## config.mk

```make
export PLATFORM = sky130hd
export DESIGN_NAME = xbus_strobe_seq
export DESIGN_NICKNAME = d
export VERILOG_FILES = /design/src/rtl/xbs_pkg.sv /design/src/rtl/xbs_rst_filter.sv /design/src/rtl/xbs_slot_ctr.sv /design/src/rtl/xbs_ale_ctl.sv /design/src/rtl/xbs_strobe_gen.sv /design/src/rtl/xbus_strobe_seq.sv
export SDC_FILE = /design/constraint.sdc
export NUM_CORES = 1
export LEC_CHECK = 0
export BUFFER_PORTS_ARGS = -buffer_cell sky130_fd_sc_hd__buf_2
export CORE_ASPECT_RATIO = 1.4
export CORE_UTILIZATION = 35
export CTS_CLUSTER_DIAMETER = 100
export CTS_CLUSTER_SIZE = 24
export DETAILED_ROUTE_END_ITERATION = 6
export MAX_ROUTING_LAYER = met4
export PLACE_DENSITY = 0.65
export RECOVER_POWER = 50
export REMOVE_ABC_BUFFERS = 1
export SLEW_MARGIN = 0
export SYNTH_ARGS = -nofsm -noshare
export SYNTH_HDL_FRONTEND = slang
export SYNTH_SLANG_ARGS = --single-unit
```

## constraint.sdc

```tcl
create_clock -name clk -period 1.9 [get_ports clk]
set_clock_uncertainty 0.2 [all_clocks]
set_input_delay 0.19 -clock clk [delete_from_list [all_inputs] [get_ports clk]]
set_output_delay 0.19 -clock clk [all_outputs]
set_load 0.1 [all_outputs]
```

## src/rtl/xbs_pkg.sv

```systemverilog
package xbs_pkg;

  typedef enum logic [1:0] {
    KIND_NONE   = 2'd0,
    KIND_MOVC   = 2'd1,
    KIND_MOVX8  = 2'd2,
    KIND_MOVX16 = 2'd3
  } cyc_kind_e;

  typedef enum logic [1:0] {
    HSRC_LATCH = 2'd0,
    HSRC_PC    = 2'd1,
    HSRC_DPTR  = 2'd2
  } hsrc_e;

  typedef struct packed {
    cyc_kind_e kind;
    logic      wr;
    logic      ext;
    logic      idle;
    logic      pdown;
    logic      emu;
  } cyc_req_t;

  // Priority: wide pointer transfer, then narrow pointer transfer, then table read
  function automatic cyc_kind_e pick_kind(input logic m16, input logic m8, input logic mc);
    if (m16)     return KIND_MOVX16;
    else if (m8) return KIND_MOVX8;
    else if (mc) return KIND_MOVC;
    else         return KIND_NONE;
  endfunction

  function automatic logic is_data(input cyc_kind_e k);
    return (k == KIND_MOVX8) || (k == KIND_MOVX16);
  endfunction

endpackage

```

## src/rtl/xbs_rst_filter.sv

```systemverilog
module xbs_rst_filter #(
  parameter int RUN_MAX = 24,
  parameter int RUN_W   = $clog2(RUN_MAX + 1)
) (
  input  logic clk,
  input  logic arst_n,
  input  logic rst_pin,
  output logic core_rst
);

  localparam logic [RUN_W-1:0] RUN_TOP = RUN_W'(RUN_MAX);

  logic [RUN_W-1:0] run_q;

  always_ff @(posedge clk or negedge arst_n) begin
    if (!arst_n)           run_q <= '0;
    else if (!rst_pin)     run_q <= '0;
    else if (run_q != RUN_TOP) run_q <= run_q + 1'b1;
  end

  assign core_rst = (run_q == RUN_TOP);


  rst_needs_pin_chk: assert property (@(posedge clk) disable iff (!arst_n)
    $rose(core_rst) |-> $past(rst_pin));


  rst_drop_chk: assert property (@(posedge clk) disable iff (!arst_n)
    !rst_pin |=> !core_rst);

endmodule

```

## src/rtl/xbs_slot_ctr.sv

```systemverilog
module xbs_slot_ctr
  import xbs_pkg::*;
#(
  parameter int CYC_LEN = 12,
  parameter int SLOT_W  = $clog2(CYC_LEN)
) (
  input  logic              clk,
  input  logic              arst_n,
  input  logic              core_rst,
  input  cyc_req_t          req_in,
  output logic [SLOT_W-1:0] slot,
  output cyc_req_t          req_q
);

  localparam logic [SLOT_W-1:0] LAST = SLOT_W'(CYC_LEN - 1);

  logic [SLOT_W-1:0] slot_q;

  always_ff @(posedge clk or negedge arst_n) begin
    if (!arst_n) begin
      slot_q <= '0;
      req_q  <= '0;
    end else if (core_rst) begin
      slot_q <= '0;
      req_q  <= '0;
    end else if (slot_q == LAST) begin
      slot_q <= '0;
      req_q  <= req_in;
    end else begin
      slot_q <= slot_q + 1'b1;
    end
  end

  assign slot = slot_q;


  slot_wrap_chk: assert property (@(posedge clk) disable iff (!arst_n)
    (!core_rst && slot_q == LAST) |=> (slot_q == '0));


  req_hold_chk: assert property (@(posedge clk) disable iff (!arst_n)
    (!core_rst && slot_q != LAST && !$past(core_rst)) |=> $stable(req_q));

endmodule

```

## src/rtl/xbs_ale_ctl.sv

```systemverilog
module xbs_ale_ctl
  import xbs_pkg::*;
#(
  parameter int              ADDR_W   = 8,
  parameter int              DATA_W   = 8,
  parameter logic [ADDR_W-1:0] REG_ADDR = 8'h8E
) (
  input  logic              clk,
  input  logic              arst_n,
  input  logic              core_rst,
  input  logic              sfr_wr,
  input  logic [ADDR_W-1:0] sfr_addr,
  input  logic [DATA_W-1:0] sfr_wdata,
  input  cyc_req_t          req_q,
  output logic              dis_eff,
  output logic [DATA_W-1:0] sfr_rdata
);

  logic dis_q;
  logic hit;
  logic suspend;
  logic unused_wdata;

  assign hit          = (sfr_addr == REG_ADDR);
  assign unused_wdata = ^sfr_wdata[DATA_W-1:1];

  always_ff @(posedge clk or negedge arst_n) begin
    if (!arst_n)            dis_q <= 1'b0;
    else if (core_rst)      dis_q <= 1'b0;
    else if (sfr_wr && hit) dis_q <= sfr_wdata[0];
  end

  assign suspend   = (req_q.kind != KIND_NONE) | req_q.idle | req_q.pdown | req_q.emu;
  assign dis_eff   = dis_q & ~suspend & ~req_q.ext;
  assign sfr_rdata = hit ? {{(DATA_W-1){1'b0}}, dis_q} : '0;


  dis_cleared_chk: assert property (@(posedge clk) disable iff (!arst_n)
    core_rst |=> !dis_q);


  dis_keep_chk: assert property (@(posedge clk) disable iff (!arst_n)
    (!core_rst && !(sfr_wr && hit)) |=> $stable(dis_q));

endmodule

```

## src/rtl/xbs_strobe_gen.sv

```systemverilog
module xbs_strobe_gen
  import xbs_pkg::*;
#(
  parameter int CYC_LEN = 12,
  parameter int SLOT_W  = $clog2(CYC_LEN),
  parameter int BYTE_W  = 8
) (
  input  logic              core_rst,
  input  logic [SLOT_W-1:0] slot,
  input  cyc_req_t          req_q,
  input  logic              dis_eff,
  input  logic [BYTE_W-1:0] dptr_hi,
  input  logic [BYTE_W-1:0] pc_hi,
  input  logic [BYTE_W-1:0] p2_latch,
  output logic              ale,
  output logic              ale_weak,
  output logic              psen,
  output logic              rd_stb,
  output logic              wr_stb,
  output logic [BYTE_W-1:0] haddr_out,
  output logic [1:0]        haddr_src
);

  localparam int HALF   = CYC_LEN / 2;
  localparam int ALE_W  = CYC_LEN / 6;
  localparam int PSEN_W = HALF - ALE_W;
  localparam logic [SLOT_W-1:0] STB_LO = SLOT_W'(HALF);

  logic       data_cyc;
  logic [1:0] ale_hit;
  logic [1:0] psen_hit;
  logic       stb_win;
  hsrc_e      src;

  assign data_cyc = is_data(req_q.kind);

  // One address-latch window and one program-read window per half cycle
  for (genvar g = 0; g < 2; g++) begin : g_half
    localparam logic [SLOT_W-1:0] ALE_LO  = SLOT_W'(g * HALF);
    localparam logic [SLOT_W-1:0] PSEN_LO = SLOT_W'(g * HALF + ALE_W);
    logic [SLOT_W-1:0] ale_off;
    logic [SLOT_W-1:0] psen_off;
    assign ale_off  = slot - ALE_LO;
    assign psen_off = slot - PSEN_LO;
    assign ale_hit[g]  = (ale_off < SLOT_W'(ALE_W)) & ((g == 0) ? 1'b1 : ~data_cyc);
    assign psen_hit[g] = (psen_off < SLOT_W'(PSEN_W)) & ~data_cyc & req_q.ext;
  end

  assign stb_win = data_cyc & ((slot - STB_LO) < SLOT_W'(HALF));

  always_comb begin
    ale      = 1'b0;
    ale_weak = 1'b0;
    psen     = 1'b0;
    rd_stb   = 1'b0;
    wr_stb   = 1'b0;
    if (!core_rst) begin
      ale      = (|ale_hit) & ~dis_eff;
      ale_weak = dis_eff;
      psen     = |psen_hit;
      rd_stb   = stb_win & ~req_q.wr;
      wr_stb   = stb_win & req_q.wr;
    end
  end

  always_comb begin
    unique case (req_q.kind)
      KIND_MOVX16: src = HSRC_DPTR;
      KIND_MOVX8:  src = HSRC_LATCH;
      default:     src = req_q.ext ? HSRC_PC : HSRC_LATCH;
    endcase
  end

  always_comb begin
    unique case (src)
      HSRC_DPTR: haddr_out = dptr_hi;
      HSRC_PC:   haddr_out = pc_hi;
      default:   haddr_out = p2_latch;
    endcase
  end

  assign haddr_src = src;

endmodule

```

## src/rtl/xbus_strobe_seq.sv

```systemverilog
module xbus_strobe_seq
  import xbs_pkg::*;
#(
  parameter int          CYC_LEN    = 12,
  parameter int          RST_CYCLES = 2,
  parameter int          ADDR_W     = 8,
  parameter int          BYTE_W     = 8,
  parameter logic [7:0]  DIS_ADDR   = 8'h8E
) (
  input  logic              clk,
  input  logic              arst_n,
  input  logic              rst_pin,
  input  logic              ext_exec,
  input  logic              req_movc,
  input  logic              req_movx8,
  input  logic              req_movx16,
  input  logic              req_wr,
  input  logic              idle_mode,
  input  logic              pdown_mode,
  input  logic              emu_mode,
  input  logic              sfr_wr,
  input  logic [ADDR_W-1:0] sfr_addr,
  input  logic [BYTE_W-1:0] sfr_wdata,
  output logic [BYTE_W-1:0] sfr_rdata,
  input  logic [BYTE_W-1:0] dptr_hi,
  input  logic [BYTE_W-1:0] pc_hi,
  input  logic [BYTE_W-1:0] p2_latch,
  output logic              core_rst,
  output logic              ale,
  output logic              ale_weak,
  output logic              psen,
  output logic              rd_stb,
  output logic              wr_stb,
  output logic [BYTE_W-1:0] haddr_out,
  output logic [1:0]        haddr_src
);

  localparam int SLOT_W  = $clog2(CYC_LEN);
  localparam int RUN_MAX = RST_CYCLES * CYC_LEN;

  cyc_req_t          req_in;
  cyc_req_t          req_q;
  logic [SLOT_W-1:0] slot;
  logic              dis_eff;

  always_comb begin
    req_in.kind  = pick_kind(req_movx16, req_movx8, req_movc);
    req_in.wr    = req_wr;
    req_in.ext   = ext_exec;
    req_in.idle  = idle_mode;
    req_in.pdown = pdown_mode;
    req_in.emu   = emu_mode;
  end

  xbs_rst_filter #(.RUN_MAX(RUN_MAX)) u_rst (
    .clk(clk), .arst_n(arst_n), .rst_pin(rst_pin), .core_rst(core_rst)
  );

  xbs_slot_ctr #(.CYC_LEN(CYC_LEN), .SLOT_W(SLOT_W)) u_slot (
    .clk(clk), .arst_n(arst_n), .core_rst(core_rst),
    .req_in(req_in), .slot(slot), .req_q(req_q)
  );

  xbs_ale_ctl #(.ADDR_W(ADDR_W), .DATA_W(BYTE_W), .REG_ADDR(ADDR_W'(DIS_ADDR))) u_ale (
    .clk(clk), .arst_n(arst_n), .core_rst(core_rst),
    .sfr_wr(sfr_wr), .sfr_addr(sfr_addr), .sfr_wdata(sfr_wdata),
    .req_q(req_q), .dis_eff(dis_eff), .sfr_rdata(sfr_rdata)
  );

  xbs_strobe_gen #(.CYC_LEN(CYC_LEN), .SLOT_W(SLOT_W), .BYTE_W(BYTE_W)) u_stb (
    .core_rst(core_rst), .slot(slot), .req_q(req_q), .dis_eff(dis_eff),
    .dptr_hi(dptr_hi), .pc_hi(pc_hi), .p2_latch(p2_latch),
    .ale(ale), .ale_weak(ale_weak), .psen(psen),
    .rd_stb(rd_stb), .wr_stb(wr_stb),
    .haddr_out(haddr_out), .haddr_src(haddr_src)
  );


  stb_vs_psen_chk: assert property (@(posedge clk) disable iff (!arst_n)
    (rd_stb || wr_stb) |-> !psen);


  stb_vs_ale_chk: assert property (@(posedge clk) disable iff (!arst_n)
    (rd_stb || wr_stb) |-> !ale);


  stb_onehot_chk: assert property (@(posedge clk) disable iff (!arst_n)
    $onehot0({rd_stb, wr_stb, psen}));


  weak_quiet_chk: assert property (@(posedge clk) disable iff (!arst_n)
    ale_weak |-> (!ale && !core_rst));


  rst_quiet_chk: assert property (@(posedge clk) disable iff (!arst_n)
    core_rst |-> !(ale || psen || rd_stb || wr_stb || ale_weak));

endmodule

```

==> results.py <==
metrics = {
    "critical_path": {
        "crit_type": "reg2out",
        "critPathMaxFanout": 8,
        "rrSetupSlack_ns": 0.14,
        "crit_slowest_cell": "dfrtp_1",
        "max_stage_delay_ns": 0.40,
        "end_kind": "output port",
        "critical_path_arrival_ns": 1.71,
        "worst-path-buf-inv": 3,
        "worst_r2r_path_depth": 6,
        "cp.required_ns": 1.51,
        "r2r_start": "u_slot.slot[1]$_DFF_PN0_",
        "cp_common_cell": "buf_12",
        "rr_endpoint": "u_slot.req_q[6]$_DFFE_PN0P_",
        "start_kind": "flop",
        "path_cells": "nand2b_4, ha_4, buf_12, nand2_2, o21ai_1, buf_4, buf_12",
        "cp_top_family": "buffers and inverters",
    },
    "sta": {
        "rsz0062_at_grt": "true",
        "worst_slack_ns": -0.201,
        "fmax_mhz": 476,
        "slew_viol_final": 0,
        "fin_crit_sh": 1.11,
        "timing.setup.tns_ns": -1.74,
        "worst_slew_pin_slew_ns": 0.944,
        "slew_headroom": 0.371,
        "finalSetupViolCount": 13,
        "hold_viol": 0,
        "min_period_ns": 2.10,
    },
    "floorplanning": {
        "dieArea_um2": 3780,
        "dieWidth_um": 52.3,
        "die_h_um": 72.4,
        "io_pins": 76,
        "rows": 25,
        "core_um2": 3380,
        "start_util": 0.367,
    },
    "clocking": {
        "htreeDepth": 1,
        "clk_pin_slew_ns": 0.06,
        "numClockSinks": 17,
        "clk-insertion-delay-late_ns": 0.25,
        "cts.path.max_buffers": 2,
        "clock-root-buffer": "clkbuf_8",
        "cts_tree": "done",
        "cts_buffers": 3,
    },
    "place": {
        "place_area_um2": 1950,
        "place.gp.congestion": 0.735,
        "dpl.cell_count": 266,
        "io_buffers": 61,
        "dpl.hpwl_mm": 2.55,
    },
    "power": {
        "power.density_nw_per_um2": 536,
        "irDropWorstVdd_v": 0.000434,
        "power_w": 0.00130,
        "p_leak_nw": 1.13,
    },
    "grt": {
        "antenna_found_initial": 0,
        "use_met3": 0.0294,
        "grt_pass1_wl_mm": 5.53,
        "grt_max_degree": 18,
        "grt-busiest-layer": "met2",
        "grtUsageMet2": 0.384,
        "grt_util_met1": 0.192,
        "grt_pass1_vias": 1310,
        "track_usage": 0.197,
        "grt_overflow": 0,
    },
    "synth": {
        "syn_inst": 145,
        "ys_seq_area_frac": 0.343,
        "synth_cell_types": 36,
        "syn_avg_cell_area_um2": 8.54,
        "synth_xor_area_frac": 0.0354,
        "synth_simple_gate_area_share": 0.287,
        "netlist_area_um2": 1240,
        "synth_compound_area_frac": 0.133,
        "synth_seq_cells": 17,
        "synthAdderAreaFrac": 0.0707,
        "synth_top_family_by_area": "simple AND/OR/NAND/NOR gates",
        "yosys_warnings": 0,
        "muxShareOfSynthArea": 0.0162,
        "synthFlopType": "dfrtp_1",
        "synth_edf_count": 0,
        "synthArstFlopShare": 1.00,
    },
    "routing": {
        "vias": 1384,
        "firstDrtPassIters": 4,
        "ant_nets": 0,
        "totalWireLength_mm": 3.79,
        "drtIter0Drc": 12,
        "drc": 0,
        "via_per_inst": 4.87,
        "routedWlPerCell_um": 13.3,
    },
    "finish": {
        "fin_area_um2": 2430,
        "fill_cells": 231,
        "drive_gt1_frac": 0.615,
        "antenna_cells": 0,
        "final_common_cell": "buf_2",
        "post-route-util": 0.719,
        "regArea_um2": 428,
        "multi_input_area_um2": 967,
        "final_cell_mix": "buf_2, buf_4, nand2_1",
        "area_growth_pct": 96.0,
        "nets": 304,
        "fin_cells": 284,
    },
    "run_status": {
        "status": "complete, but fails checks",
        "violations": "negative setup slack",
    },
    "hold_path": {
        "hold_depth": 3,
        "hold_class": "in2reg",
        "timing.hold.worst.start": "req_movx16",
        "holdPathEnd": "u_slot.req_q[5]$_DFFE_PN0P_",
    },
    "job": {
        "cap_violations": 0,
    },
}
==> Yosys cell counts (6+ instances only) <==
library cell,count,area [um^2]
dfrtp_1,17,425
o21ai_0,8,40.0
a21oi_1,6,30.0
nand2_1,26,97.6
inv_1,10,37.5
nor2_1,8,30.0
buf_4,8,60.1
ha_1,7,87.6
a22oi_1,8,60.1
==> state kept, by name, indices dropped and copies added (netlist names) <==
| name | cells |
|---|---|
| u_ale.dis_q | 1 |
| u_slot.slot | 4 |
| u_slot.req_q | 7 |
| u_rst.run_q | 5 |
==> how the worst max path moves through the flow <==
| stage | from | cells after the start | slack (ns) | end |
|---|---|---|---|---|
| after floorplan | u_slot.req_q[6]$_DFFE_PN0P_ | 5 | -2.29 | haddr_out[0] |
| after global placement | u_slot.req_q[6]$_DFFE_PN0P_ | 6 | 0.003 | haddr_out[1] |
| after detailed placement | u_slot.slot[2]$_DFF_PN0_ | 6 | -0.04 | ale |
| after CTS | u_slot.slot[1]$_DFF_PN0_ | 6 | -0.16 | ale |
| after global routing | u_slot.slot[1]$_DFF_PN0_ | 7 | -0.32 | psen |
| final | u_slot.req_q[6]$_DFFE_PN0P_ | 7 | -0.20 | haddr_out[3] |
==> area by class of cell <==
| type | count | area share |
|---|---|---|
| inverter | 11 | 0.0191 |
| clock buffer | 4 | 0.0186 |
| timing repair buffer | 102 | 0.367 |
| tap | 40 | 0.0206 |
| sequential | 17 | 0.176 |
| multi-input combinational | 110 | 0.398 |
==> per-stage QoR <==
| step | setup slack [ns] | hold WS [ns] |
|---|---|---|
| floorplan | -2.29 | -0.306 |
| global placement | 0.00254 | -0.0732 |
| detailed placement | -0.0397 | -0.0675 |
| CTS | -0.164 | 0.00824 |
| global route | -0.318 | 0.0511 |
| finish | -0.201 | 0.00539 |
==> metal layers <==
metal  share of wire  up-vias  wire (um)
met2            0.58       66       2200
met4           0.011        0         42
li1                -      677          -
met1            0.34      637       1290
met3           0.070        4        264
met5               0        -          0
==> cells by family (layout without fill, tap and decap cells) <==
group                      Yosys count  count (layout)
xor gates and xnor gates             5               5
other                                1               7
buffers and inverters               24             117
muxes                                2               2
DFF                                 17              17
adders and majority gates            7               7
and+or+nand+nor                     63              63
AOI/OAI and AO/OA                   26              26
==> tightest hold or removal path, cell delays in order <==
cell and delay (ns):
buf_2 0.09, nor3_1 0.05, nor3_2 0.09
==> power by group <==
| group | total, W | internal, W | switching, W |
|---|---|---|---|
| combinational | 0.000637 | 0.000244 | 0.000393 |
| sequential | 0.000391 | 0.000376 | 0.0000147 |
| clock | 0.000273 | 0.000149 | 0.000124 |
==> what timing repair did <==
action / 4_1_cts / 5_1_grt
buffers inserted: 3 / 7
pin swaps: 10 / 14
setup endpoints to repair: 14 / 15
endpoints found under the hold margin: 25 / 0
gates resized for setup: 41 / 38
hold buffers: 8 / 0
Note: power is estimated with default switching activity, not from simulation.
